**config.mk**
```make
export PLATFORM = sky130hd
export DESIGN_NAME = paged_dptr
export DESIGN_NICKNAME = d
export VERILOG_FILES = /design/src/rtl/paged_dptr.sv
export SDC_FILE = /design/constraint.sdc
export NUM_CORES = 1
export LEC_CHECK = 0
export BUFFER_PORTS_ARGS = -buffer_cell sky130_fd_sc_hd__buf_2
export CORE_MARGIN = 3
export CORE_UTILIZATION = 46
export DETAILED_ROUTE_END_ITERATION = 10
export HOLD_SLACK_MARGIN = 0.15
export PLACE_DENSITY = 0.68
export SLEW_MARGIN = 10
export SYNTH_ARGS = -nofsm -noshare
export SYNTH_HDL_FRONTEND = slang
export SYNTH_SLANG_ARGS = --single-unit
export TNS_END_PERCENT = 100
```
**constraint.sdc**
```tcl
create_clock -name clk -period 2.6 [get_ports clk]
set_input_delay 0.26 -clock clk [delete_from_list [all_inputs] [get_ports clk]]
set_output_delay 0.26 -clock clk [all_outputs]
set_load 0.03 [all_outputs]
```
**src/rtl/paged_dptr.sv**
```systemverilog
module paged_dptr #(
  parameter int BW = 8
) (
  input  logic            clk,
  input  logic            rst_n,
  input  logic            sel_we,
  input  logic            sel_d,
  input  logic            byte_we,
  input  logic [1:0]      byte_addr,
  input  logic [BW-1:0]   byte_wdata,
  output logic [BW-1:0]   byte_rdata,
  input  logic            ld_en,
  input  logic [2*BW-1:0] ld_data,
  input  logic            inc,
  output logic [3*BW-1:0] addr_out
);
  localparam int AW = 3 * BW;
  localparam int LW = 2 * BW;

  logic [AW-1:0] ptr [2];
  logic          sel_q;

  assign addr_out = ptr[sel_q];

  always_ff @(posedge clk) begin
    if (!rst_n) begin
      ptr[0] <= '0;
      ptr[1] <= '0;
      sel_q  <= 1'b0;
    end else begin
      if (sel_we) sel_q <= sel_d;
      if (ld_en)
        ptr[sel_q][LW-1:0] <= ld_data;
      else if (byte_we) begin
        case (byte_addr)
          2'd0:    ptr[sel_q][BW-1:0]    <= byte_wdata;
          2'd1:    ptr[sel_q][LW-1:BW]   <= byte_wdata;
          2'd2:    ptr[sel_q][AW-1:LW]   <= byte_wdata;
          default: ;
        endcase
      end else if (inc)
        ptr[sel_q] <= addr_out + AW'(1);
    end
  end

  always_comb begin
    case (byte_addr)
      2'd0:    byte_rdata = addr_out[BW-1:0];
      2'd1:    byte_rdata = addr_out[LW-1:BW];
      2'd2:    byte_rdata = addr_out[AW-1:LW];
      default: byte_rdata = '0;
    endcase
  end

  // lone increment, select unchanged
  a_r3_inc_carry: assert property (@(posedge clk) disable iff (!rst_n)
    (inc && !ld_en && !byte_we && !sel_we) |=> addr_out == AW'($past(addr_out) + AW'(1)));

  // page byte survives a 16-bit load
  a_r5_load_keeps_page: assert property (@(posedge clk) disable iff (!rst_n)
    (ld_en && !sel_we) |=> (addr_out[AW-1:LW] == $past(addr_out[AW-1:LW]))
                           && (addr_out[LW-1:0] == $past(ld_data)));

  // unused byte address reads zero
  a_r8_unused_zero: assert property (@(posedge clk) disable iff (!rst_n)
    (byte_addr == 2'd3) |-> byte_rdata == '0);

  // inactive pointer holds
  a_r9_hold_p1: assert property (@(posedge clk) disable iff (!rst_n)
    (sel_q == 1'b0) |=> $stable(ptr[1]));
  a_r9_hold_p0: assert property (@(posedge clk) disable iff (!rst_n)
    (sel_q == 1'b1) |=> $stable(ptr[0]));

  // select write lands on the next edge
  a_r10_sel_update: assert property (@(posedge clk) disable iff (!rst_n)
    sel_we |=> sel_q == $past(sel_d));
endmodule

```
==> impl_metrics.ini <==
[power]
switching_share = 0.303
comb_power_share = 0.247
pwr-share-seq = 0.441
power_switching_uw = 665
p_clk_frac = 0.312
intPower_uw = 1530
p_leak_uw = 0.00182
p_per_area_mw_per_mm2 = 514
peakVddDrop_uv = 254

[setup_path]
max_stage_delay_ps = 560
rrSetupSlack_ps = 80
path_cells = buf_12, and3_1, o22a_1, nand2_1, or4_1, nand3_1
cp-end-kind = register
r2r_end = ptr[0][21]
start_kind = register
cp_max_fo = 24
reg2regPathDepth = 6
critPathTopFamily = simple AND/OR/NAND/NOR gates
crit_path_top_delay_cell = or4_1
crit_buf_inv = 1
cp.required_ps = 2770
arrival_ps = 2690
critPathKind = register to register

[synthesis]
synth_edf_count = 48
syn_area_per_cell_sq_um = 9.39
ys_seq_elements = 50
syn-num-nets = 420
ys_types = 52
yosys_warnings = 0
synth_area_sq_mm = 0.00362
synthFlopType = edfxtp_1
synth-seq-area-share = 0.409
synthCells = 386
synth-async-reset-ratio = 0

[timing]
setup_viol = 0
slew_viol_final = 0
hold_violations = 0
post-route-min-period_ps = 2520
worst_pin_slew_ps = 897
grt_setup_unrepaired = false
slew_headroom = 0.400
finClkSkew_ps = 8.14
period_share = 0.970
tns_ps = 0
max_freq_mhz = 396

[global_route]
antenna_found_initial = 0
grt_overflow = 0
grt_start_max_net_pins = 44
grt_pass1_vias = 3248
grt_usage = 0.260
grt_pass1_wl_mm = 17.7

[min_path]
hold_path_end = sel_q
worst_hold_startpoint = sel_d
hold_depth = 3
hp-class = input pin to register

[floorplan]
die_x_microns = 94.8
start_util = 0.487
dieArea_sq_mm = 0.00898
fp-row-count = 31
pin_count = 65
core_area_sq_mm = 0.00745
fp.dieH_microns = 94.8

[layout]
drive_above_1_share = 0.269
ff_latch_area_sq_mm = 0.00148
final_area_sq_mm = 0.00427
layout_common_cells = buf_2 (64), nand3_1 (48), edfxtp_1 (48)
final_nets = 486
synthToLayoutAreaGrowth_pct = 17.9
diodes = 0
fill_cells = 702
layout_commonest_cell = buf_2
multi_input_area_sq_mm = 0.00198

[placed_design]
dpl_cell_area_sq_mm = 0.00411
numPortBuffers = 64
gp_congestion = 0.986
hpwl_mm = 8.54

[cts]
cts_resized = 0
root_buffer = clkbuf_8
cts-buffers-inserted = 5
h-tree-depth = 2
cts_tree = yes
clock_latency_ps = 310
path_clk_slew_ps = 100
cts_num_sinks = 50
cts_buffer_depth = 2

[detailed_routing]
wl_per_cell_microns = 20.5
drtAntennaViolNets = 0
first_pass_iters = 6
drt_iter0_markers = 353
routed.top_layer = met4
viasPerCell = 6.31
drc = 0
route.vias.total = 3484
wl_met3_mm = 1.05
wl_met2_mm = 5.35
drt-total-wl_mm = 11.3
met1_length_mm = 4.64

[job]
drv_cap = 0

[outcome]
status = complete, no violations
[synth_stat cells (all sizes together) (3+ instances only)]
cell type / n / area [sq um]
nor4: 3 / 18.8
a31o: 3 / 26.3
nor3: 6 / 30.0
or4: 11 / 82.6
clkbuf: 16 / 60.1
nor2b: 9 / 56.3
a31oi: 3 / 18.8
nand4: 9 / 77.6
a21oi: 14 / 70.1
nand2: 34 / 128
nand2b: 4 / 25.0
mux2: 20 / 225
and3: 5 / 31.3
xnor2: 7 / 61.3
o22ai: 13 / 81.3
inv: 15 / 56.3
nor2: 22 / 82.6
and3b: 4 / 35.0
nand3: 48 / 240
mux2i: 19 / 190
buf: 8 / 60.1
o2111ai: 7 / 61.3
edfxtp: 48 / 1440
o21ai: 26 / 134
o211a: 3 / 30.0
[sequential cells by signal, indices dropped and copies added (netlist names), named ones only]
name and cells:
sel_q 1, ptr 48
[repair_timing]
item | in CTS | in global routing
setup endpoints to repair | 0 | 2
hold buffers | 0 | 0
endpoints found under the hold margin | 0 | 0
setup buffers | 0 | 1
[how the worst max path moves through the flow]
stage / from / endpoint / depth (start not counted)
2_1_floorplan: register / ptr[0][20] / 8
3_3_place_gp: register / ptr[1][23] / 6
3_5_place_dp: register / ptr[0][21] / 6
4_1_cts: register / ptr[0][21] / 6
5_1_grt: register / ptr[0][21] / 6
6_report: register / ptr[0][21] / 6
[per-layer routing]
metal  global-route usage  vias to the layer above
met3               0.0542                       26
met2                0.416                      187
met5                    0                        -
met4               0.0853                        0
met1                0.352                     1658
li1                     -                     1613
[layout make-up]
type	count	area share
clock buffers	6	0.0193
clock inverters	2	0.0141
inverters	15	0.0132
multi-input cells	297	0.464
flip-flops and latches	50	0.347
well taps	99	0.0290
repair buffers	83	0.114
[cells by family after synthesis]
kind of cell    count (synthesis)  share of synthesized area
compound gates                 82                      0.151
xor+xnor                        8                     0.0193
fa+ha+maj                       1                    0.00345
buf+inv                        39                     0.0487
flops                          50                      0.409
mux                            39                      0.115
simple gates                  167                      0.254
[stage by stage]
| step | cells | hold WS (ps) | utilization | worst slack, ps | power (uW) |
|---|---|---|---|---|---|
| finish | 552 | 236 | 0.574 | 77.9 | 2200 |
| global route | 552 | 274 | 0.574 | 1.92 | 2270 |
| CTS | 551 | 235 | 0.571 | 90.6 | 2200 |
| floorplan | 386 | 450 | - | 303 | 1330 |
| global placement | 543 | 552 | 0.552 | 218 | 1520 |
| detailed placement | 543 | 563 | 0.552 | 130 | 1530 |
[power by group through the flow]
stage	logic, uW	clock network [uW]	registers [uW]
floorplan	360	0	975
global placement	534	0	985
detailed placement	538	0	988
CTS	540	689	969
global route	582	713	975
finish	543	685	969
[worst min-delay path: cells and delay by family]
kind,cells,cell delay (ps)
and+or+nand+nor,1,100
buffers and inverters,1,80
muxes,1,80
(Power assumes the default switching activity.)
